==> src/rtl/lt_pkg.sv <==
package lt_pkg;

    localparam int unsigned POS_W = 12;
    localparam int unsigned WID_W = 8;

    typedef logic [POS_W-1:0] pos_t;
    typedef logic [WID_W-1:0] wid_t;

    localparam pos_t POS_MAX   = '1;
    localparam pos_t WID_CEIL  = pos_t'((1 << WID_W) - 1);

    typedef struct packed {
        logic rise;
        logic fall;
    } edge_t;

    typedef struct packed {
        wid_t sync_width;
        pos_t period;
        pos_t fb_start;
        pos_t fb_stop;
        pos_t vid_first;
        pos_t vid_last;
    } meas_t;

    function automatic meas_t meas_idle();
        meas_t m;
        m.sync_width = '0;
        m.period     = '0;
        m.fb_start   = POS_MAX;
        m.fb_stop    = POS_MAX;
        m.vid_first  = POS_MAX;
        m.vid_last   = '0;
        return m;
    endfunction

    function automatic wid_t clip_width(pos_t p);
        return (p > WID_CEIL) ? '1 : p[WID_W-1:0];
    endfunction

endpackage

==> src/rtl/lt_sync.sv <==
module lt_sync #(
    parameter int unsigned W = 1
) (
    input  logic         clk,
    input  logic         rst,
    input  logic [W-1:0] d,
    output logic [W-1:0] q
);
    for (genvar i = 0; i < W; i++) begin : g_bit
        logic stage1, stage2;
        always_ff @(posedge clk) begin
            if (rst) begin
                stage1 <= 1'b0;
                stage2 <= 1'b0;
            end else begin
                stage1 <= d[i];
                stage2 <= stage1;
            end
        end
        assign q[i] = stage2;
    end
endmodule

==> src/rtl/lt_edge.sv <==
module lt_edge
    import lt_pkg::*;
(
    input  logic  clk,
    input  logic  rst,
    input  logic  d,
    output edge_t ev
);
    logic lvl;
    logic prev;

    lt_sync #(.W(1)) sync_i (
        .clk (clk),
        .rst (rst),
        .d   (d),
        .q   (lvl)
    );

    always_ff @(posedge clk) begin
        if (rst) prev <= 1'b0;
        else     prev <= lvl;
    end

    assign ev.rise = lvl & ~prev;
    assign ev.fall = ~lvl & prev;
endmodule

==> src/rtl/lt_position.sv <==
module lt_position
    import lt_pkg::*;
#(
    parameter int unsigned CAP_LINE = 64,
    localparam int unsigned LINE_TOP = CAP_LINE + 1,
    localparam int unsigned LINE_W = $clog2(LINE_TOP + 1)
) (
    input  logic              clk,
    input  logic              rst,
    input  logic              hs_rise,
    input  logic              vs_lead,
    output pos_t              pos_cnt,
    output pos_t              pos_now,
    output logic [LINE_W-1:0] line_idx,
    output logic              on_cap
);
    localparam logic [LINE_W-1:0] L_TOP = LINE_W'(LINE_TOP);
    localparam logic [LINE_W-1:0] L_CAP = LINE_W'(CAP_LINE);

    always_ff @(posedge clk) begin
        if (rst) begin
            pos_cnt <= '0;
        end else if (hs_rise) begin
            pos_cnt <= pos_t'(1);
        end else if (pos_cnt != POS_MAX) begin
            pos_cnt <= pos_cnt + pos_t'(1);
        end
    end

    always_ff @(posedge clk) begin
        if (rst) begin
            line_idx <= L_TOP;
        end else if (vs_lead) begin
            line_idx <= '0;
        end else if (hs_rise && line_idx != L_TOP) begin
            line_idx <= line_idx + 1'b1;
        end
    end

    assign pos_now = hs_rise ? '0 : pos_cnt;
    assign on_cap  = (line_idx == L_CAP);
endmodule

==> src/rtl/lt_capture.sv <==
module lt_capture
    import lt_pkg::*;
(
    input  logic  clk,
    input  logic  rst,
    input  logic  vs_lead,
    input  edge_t hs_ev,
    input  edge_t fb_ev,
    input  logic  vid_any,
    input  pos_t  pos_cnt,
    input  pos_t  pos_now,
    input  logic  on_cap,
    output meas_t held
);
    meas_t work;

    always_ff @(posedge clk) begin
        if (rst) begin
            work <= meas_idle();
            held <= meas_idle();
        end else if (vs_lead) begin
            held <= work;
            work <= meas_idle();
        end else begin
            if (on_cap && hs_ev.fall) work.sync_width <= clip_width(pos_cnt);
            if (on_cap && hs_ev.rise) work.period     <= pos_cnt;
            if (on_cap && fb_ev.rise) work.fb_start   <= pos_now;
            if (on_cap && fb_ev.fall) work.fb_stop    <= pos_now;
            if (vid_any && pos_now < work.vid_first) work.vid_first <= pos_now;
            if (vid_any && pos_now > work.vid_last)  work.vid_last  <= pos_now;
        end
    end
endmodule

==> src/rtl/line_timing_capture.sv <==
module line_timing_capture
    import lt_pkg::*;
#(
    parameter int unsigned NCHAN    = 3,
    parameter int unsigned CAP_LINE = 64,
    localparam int unsigned LINE_W  = $clog2(CAP_LINE + 2)
) (
    input  logic             clk,
    input  logic             rst,
    input  logic             hsync_i,
    input  logic             flyback_i,
    input  logic [NCHAN-1:0] video_i,
    input  logic             vs_lead_i,
    output logic [WID_W-1:0] sync_width_o,
    output logic [POS_W-1:0] line_period_o,
    output logic [POS_W-1:0] fb_start_o,
    output logic [POS_W-1:0] fb_stop_o,
    output logic [POS_W-1:0] vid_first_o,
    output logic [POS_W-1:0] vid_last_o
);
    edge_t             hs_ev, fb_ev;
    logic [NCHAN-1:0]  vid_s;
    logic              vid_any;
    logic              hs_rise;
    pos_t              pos_cnt, pos_now;
    logic [LINE_W-1:0] line_idx;
    logic              on_cap;
    meas_t             held;

    lt_edge hs_edge_i (.clk(clk), .rst(rst), .d(hsync_i),   .ev(hs_ev));
    lt_edge fb_edge_i (.clk(clk), .rst(rst), .d(flyback_i), .ev(fb_ev));

    lt_sync #(.W(NCHAN)) vid_sync_i (
        .clk (clk),
        .rst (rst),
        .d   (video_i),
        .q   (vid_s)
    );

    assign vid_any = |vid_s;
    assign hs_rise = hs_ev.rise;

    lt_position #(.CAP_LINE(CAP_LINE)) pos_i (
        .clk      (clk),
        .rst      (rst),
        .hs_rise  (hs_rise),
        .vs_lead  (vs_lead_i),
        .pos_cnt  (pos_cnt),
        .pos_now  (pos_now),
        .line_idx (line_idx),
        .on_cap   (on_cap)
    );

    lt_capture cap_i (
        .clk     (clk),
        .rst     (rst),
        .vs_lead (vs_lead_i),
        .hs_ev   (hs_ev),
        .fb_ev   (fb_ev),
        .vid_any (vid_any),
        .pos_cnt (pos_cnt),
        .pos_now (pos_now),
        .on_cap  (on_cap),
        .held    (held)
    );

    assign sync_width_o  = held.sync_width;
    assign line_period_o = held.period;
    assign fb_start_o    = held.fb_start;
    assign fb_stop_o     = held.fb_stop;
    assign vid_first_o   = held.vid_first;
    assign vid_last_o    = held.vid_last;
endmodule

==> config.mk <==
export PLATFORM = sky130hd
export DESIGN_NAME = line_timing_capture
export DESIGN_NICKNAME = d
export VERILOG_FILES = /design/src/rtl/lt_pkg.sv /design/src/rtl/lt_sync.sv /design/src/rtl/lt_edge.sv /design/src/rtl/lt_position.sv /design/src/rtl/lt_capture.sv /design/src/rtl/line_timing_capture.sv
export SDC_FILE = /design/constraint.sdc
export NUM_CORES = 1
export LEC_CHECK = 0
export BUFFER_PORTS_ARGS = -buffer_cell sky130_fd_sc_hd__buf_2
export CAP_MARGIN = 20
export CORE_AREA = 2 2 96 191
export CTS_CLUSTER_DIAMETER = 50
export CTS_CLUSTER_SIZE = 28
export DETAILED_ROUTE_END_ITERATION = 7
export DIE_AREA = 0 0 98 193
export PLACE_DENSITY_LB_ADDON = 0.08
export SLEW_MARGIN = 10
export SYNTH_ARGS = -nofsm -noshare
export SYNTH_HDL_FRONTEND = slang
export SYNTH_SLANG_ARGS = --single-unit
export TNS_END_PERCENT = 10
==> constraint.sdc <==
create_clock -name clk -period 7.65 [get_ports clk]
set_input_delay 1.53 -clock clk [delete_from_list [all_inputs] [get_ports clk]]
set_output_delay 1.53 -clock clk [all_outputs]
set_load 0.01 [all_outputs]
== Word level (Yosys, flattened, before mapping) ==
Cells that the tools add are included.

* Equality and inequality tests: 3
* Reductions and logical operators: 12
* Add/sub/neg operators: 2
* Order comparisons: 3
* Multiplexer cells: 6
* Bitwise gates (word level): 8

{| class="wikitable"
|+ Operators with widths
! operator !! number
|-
| two-way mux 7 bit || 2
|-
| adder 12 x 1 -> 12 bit (second input constant) || 1
|-
| greater-than comparator 12 bit || 1
|-
| greater-than comparator 12 x 8 -> 1 bit (second input constant) || 1
|-
| < comparator 12 bit || 1
|-
| two-way mux 12 bit || 1
|-
| != test 12 bit (second input constant) || 1
|-
| two-way mux 8 bit || 1
|-
| adder 7 x 1 -> 7 bit (second input constant) || 1
|-
| equality test 7 bit (second input constant) || 1
|-
| logical AND 1 bit || 7
|-
| != test 7 bit (second input constant) || 1
|-
| AND 1 bit || 4
|-
| NOT 1 bit || 4
|-
| nonzero test 2 bit || 2
|-
| OR reduction 2 bit || 2
|-
| OR reduction 3 bit || 1
|-
| two-way mux 1 bit || 2
|}

* Register bits: 167
* Word-level logic and storage cells: 62
* Output and inout port bits: 68
* Input port bits: 8

== Longest topological paths before layout ==
* Depth in word-level cells: 5
* Depth in mapped cells: 13
* Gate-level depth less buffers: 10

== Cells and area by module ==
Synthesis repeated with hierarchy kept, for this count alone.

* Cells, all modules: 755
* Area, all modules: 7085.5 um^2

{| class="wikitable"
|+ Modules (own cells, without submodules)
! module !! area an instance (um^2) !! cells an instance !! times used !! seq. area each (um^2)
|-
| lt_capture || 5672.9 || 601 || 1 || 2722.6
|-
| lt_position || 1043.5 || 122 || 1 || 380.4
|-
| lt_sync (vid_sync_i) || 180.2 || 15 || 1 || 120.1
|-
| lt_sync (fb_edge_i.sync_i ...) || 52.6 || 4 || 2 || 40.0
|-
| lt_edge || 38.8 || 4 || 2 || 20.0
|-
| line_timing_capture || 6.3 || 1 || 1 || 0.0
|}

== Worst setup path after synthesis ==
Ideal clock, no wire load.

* Kind: input to register
* Start: input vs_lead_i
* End: register, netlist name cap_i.held[56]
* Arrival time: 2.621 ns
* Path buffers: 3
* Data required time: 7.522 ns
* Setup slack: 4.902 ns
* Cell stages on the path: 5
* Library setup time: 0.128 ns
* Path through: clkbuf_1 -> clkbuf_1 -> buf_1 -> mux2i_1 -> nor2_1

{| class="wikitable"
|+ RTL lines
! what !! line !! RTL
|-
| start, declared || line_timing_capture.sv:13 || <nowiki>input logic vs_lead_i,</nowiki>
|}

== Final worst setup path ==
* Start: input vs_lead_i
* End: register cap_i.work[21] in the netlist's numbering

* Cells in the longest elaborated chain, start to end: 1

{| class="wikitable"
|+ Ends and longest elaborated chain
! what !! line !! RTL
|-
| OR reduction 2 bit (no line) || - ||
|-
| end signal, assigned || lt_capture.sv:19 || <nowiki>work <= meas_idle();</nowiki>
|-
| end signal, assigned || lt_capture.sv:23 || <nowiki>work <= meas_idle();</nowiki>
|-
| end, declared || lt_capture.sv:15 || <nowiki>meas_t work;</nowiki>
|}

Every way passes these cells.
A chain may end at the register's enable or synchronous reset.

==> impl_metrics.csv <==
group,metric,value,unit
clock_tree,cts.sinks,167,
logic_synthesis,yosysMostFrequentCell,"dfxtp_1",
power_and_ir_drop,pwr-share-clk,46.5,%
setup_path,critical_path.startpoint_type,"input port",
clock_tree,cts_made_buffers,17,
global_route,grt_pass1_wl,25400,um
timing,hold_viol,0,
cells_and_area,multi_input_area,0.00321,mm^2
global_route,met1_usage,22.0,%
cells_and_area,fillers,1755,
logic_synthesis,synth_commonest_cells,"dfxtp_1 (167), nand2_1 (82), nor2_1 (75)",
timing,relSlewSlack,37.6,%
drt,drc_errors,0,
global_route,grt.busiest_layer,"met2",
clock_tree,cts-resized-gates,0,
timing,setup_viol,0,
logic_synthesis,yosysWarnings,0,
min_path,min_path_cells,1,
logic_synthesis,yosys.area.top_type,"dfxtp_1",
logic_synthesis,syn_inst,729,
global_route,grt.overflow.total,0,
global_route,globalRouteMet3Util,3.53,%
drt,post_drt_wl_per_cell,15.4,um
drt,routed_wl,15400,um
logic_synthesis,syn_avg_cell_area,9.46,um^2
clock_tree,cts_setup_buffers,0,
die,die-area,0.0189,mm^2
timing,hold_slack,0.433,ns
logic_synthesis,synthesis.area,0.00690,mm^2
drt,viasPerCell,5.01,
power_and_ir_drop,p_per_area,240,mW/mm^2
timing,fmax,297,MHz
logic_synthesis,seq_area_frac_synth,48.5,%
clock_tree,cts-root-buf,"clkbuf_16",
setup_path,rrSetupSlack,4.49,ns
setup_path,reg2reg_to,"cap_i.work[11]$_SDFFE_PP0P_",
placement,io_buffers,75,
timing,tns,0,ns
outcome,status,"finished clean",
min_path,hold_class,"register to register",
setup_path,crit_fanout,83,
power_and_ir_drop,switching_share,24.8,%
cells_and_area,antennaDiodeCount,0,
logic_synthesis,synth-edff-count,0,
clock_tree,cts_hold_buf,0,
drt,vias,5016,
cells_and_area,regArea,0.00334,mm^2
die,num_io_pins,76,
timing,timing.final.crit_share,44.0,%
power_and_ir_drop,switchingPower,473,uW
min_path,hp-start,"vid_sync_i.g_bit[2].stage1$_SDFF_PP0_",
cells_and_area,nNetsFinal,807,
timing,final.min_clock_period,3.36,ns
drt,first_pass_iters,6,
die,core-area,0.0175,mm^2
global_route,grt_max_degree,87,
timing,worst_pin_slew,0.937,ns
setup_path,arrival,3.72,ns
power_and_ir_drop,peakVddDrop,0.158,mV
power_and_ir_drop,p_seq_share,47.4,%
setup_path,end_kind,"register",
setup_path,cp.required,8.01,ns
power_and_ir_drop,p_int,1430,uW
cells_and_area,postLayoutCellArea,0.00795,mm^2
timing,rsz0062_at_grt,"no",
global_route,antenna_found_initial,0,
logic_synthesis,yosys-top-cells-area,"dfxtp_1 (48%), mux2i_1 (8.4%), nor2b_1 (4.8%), a211o_1 (4.6%), nand2_1 (4.5%)",
die,initial_core_util,39.4,%
logic_synthesis,synth_top_cell_area_share,48.5,%
power_and_ir_drop,p_comb_share,6.1,%
clock_tree,h-tree-depth,4,
setup_path,ff2ff_path_depth,10,
placement,place_area,0.00735,mm^2
global_route,grt_use_met2,27.8,%
logic_synthesis,async_flop_share,0,%
timing,drv_slew,0,
logic_synthesis,syn_nets,760,
clock_tree,tritoncts,"yes",
logic_synthesis,synth_seq_cells,167,
placement,gp_congestion,0.837,
timing,skew,0.0122,ns
logic_synthesis,synth.distinct_cells,51,
die,die_w,98,um
setup_path,critical_path_class,"input port to register",
min_path,hold_end,"vid_sync_i.g_bit[2].stage2$_SDFF_PP0_",
drt,first_iter_violations,182,
clock_tree,cts_buffer_depth,2,
power_and_ir_drop,fin_total_pwr,1900,uW
global_route,grt_use_total,17.0,%
placement,dpl.hpwl,10200,um
cells_and_area,drive_gt1_share,16.0,%
setup_path,reg2reg_from,"hs_edge_i.prev$_SDFF_PP0_",
cells_and_area,syn_to_final_growth,15.3,%
global_route,grt_pass1_vias,4855,
job,cap_violations,0,
drt,antenna_left,0,
logic_synthesis,synth_top_flop_cell,"dfxtp_1",
die,fp.dieH,193,um
clock_tree,clock_latency,0.43,ns
power_and_ir_drop,p_leak,0.00346,uW
clock_tree,clk_pin_slew,0.07,ns
die,num_rows,69,
==> cells by family after synthesis <==
| logic type | synth area share (%) |
|---|---|
| compound gates | 13.3 |
| xor+xnor | 2.29 |
| fa+ha+maj | 4.34 |
| buf+inv | 5.15 |
| flops | 48.5 |
| mux | 8.42 |
| simple gates | 18.1 |
==> per-layer routing <==
metal  share of wire, %  wire length, um
met2                 49             7490
met4                1.8              285
met1                 46             7110
met3                3.6              548
met5                  0                0
==> cell type report <==
type	count	share of cell area (%)
inverter	33	1.56
tap	213	3.35
clock inverter	15	2.23
multi-input combinational	478	40.3
timing repair buffer	79	5.13
sequential	167	42.1
clock buffer	17	5.35
==> power groups by stage <==
| stage | sequential, uW | combinational [uW] | clock, uW |
|---|---|---|---|
| 2_1_floorplan | 923 | 86.4 | 0 |
| 3_3_place_gp | 923 | 116 | 0 |
| 3_5_place_dp | 923 | 118 | 0 |
| 4_1_cts | 903 | 118 | 912 |
| 5_1_grt | 906 | 129 | 951 |
| 6_report | 903 | 116 | 886 |
==> stage by stage <==
stage          instances  worst slack, ns  util (%)
3_5_place_dp         970             3.79      41.9
6_report            1002             4.29      45.4
5_1_grt             1002             4.00      45.4
4_1_cts             1002             4.23      45.4
2_1_floorplan        729             4.90         -
3_3_place_gp         970             3.86      41.9
==> state kept, by name (all words and copies together), names as in the netlist, 3 cells and up <==
register	cells
cap_i.held	68
cap_i.work	68
pos_i.line_idx	7
pos_i.pos_cnt	12
vid_sync_i.g_bit.stage1	3
vid_sync_i.g_bit.stage2	3
==> cells in the final DEF (no fill, tap or decap), drive strengths merged, types with 9 or more instances in the layout <==
cell	instances
mux2i	58
dfxtp	167
ha	23
nand3	18
buf	79
nor2	75
a21oi	27
inv	44
o211ai	25
nor2b	53
clkbuf	17
xnor2	9
a211o	36
xor2	9
nand2	83
==> worst max path at each step <==
stage	end	slack, ns	start
after global routing	cap_i.work[20]$_SDFFE_PP1P_	4.00	vs_lead_i
final	cap_i.work[21]$_SDFFE_PP1P_	4.29	vs_lead_i
after CTS	cap_i.work[21]$_SDFFE_PP1P_	4.23	vs_lead_i
after detailed placement	cap_i.work[21]$_SDFFE_PP1P_	3.79	vs_lead_i
after global placement	cap_i.work[21]$_SDFFE_PP1P_	3.86	vs_lead_i
after floorplan	cap_i.held[56]$_SDFFE_PP0P_	4.90	vs_lead_i
==> critical path: stages <==
cell and delay (ns):
buf_4 0.36, buf_4 0.76, or2_2 0.78, nor2_1 0.09
mux2i_1 0.16
Power figures use the tool's default switching activity.
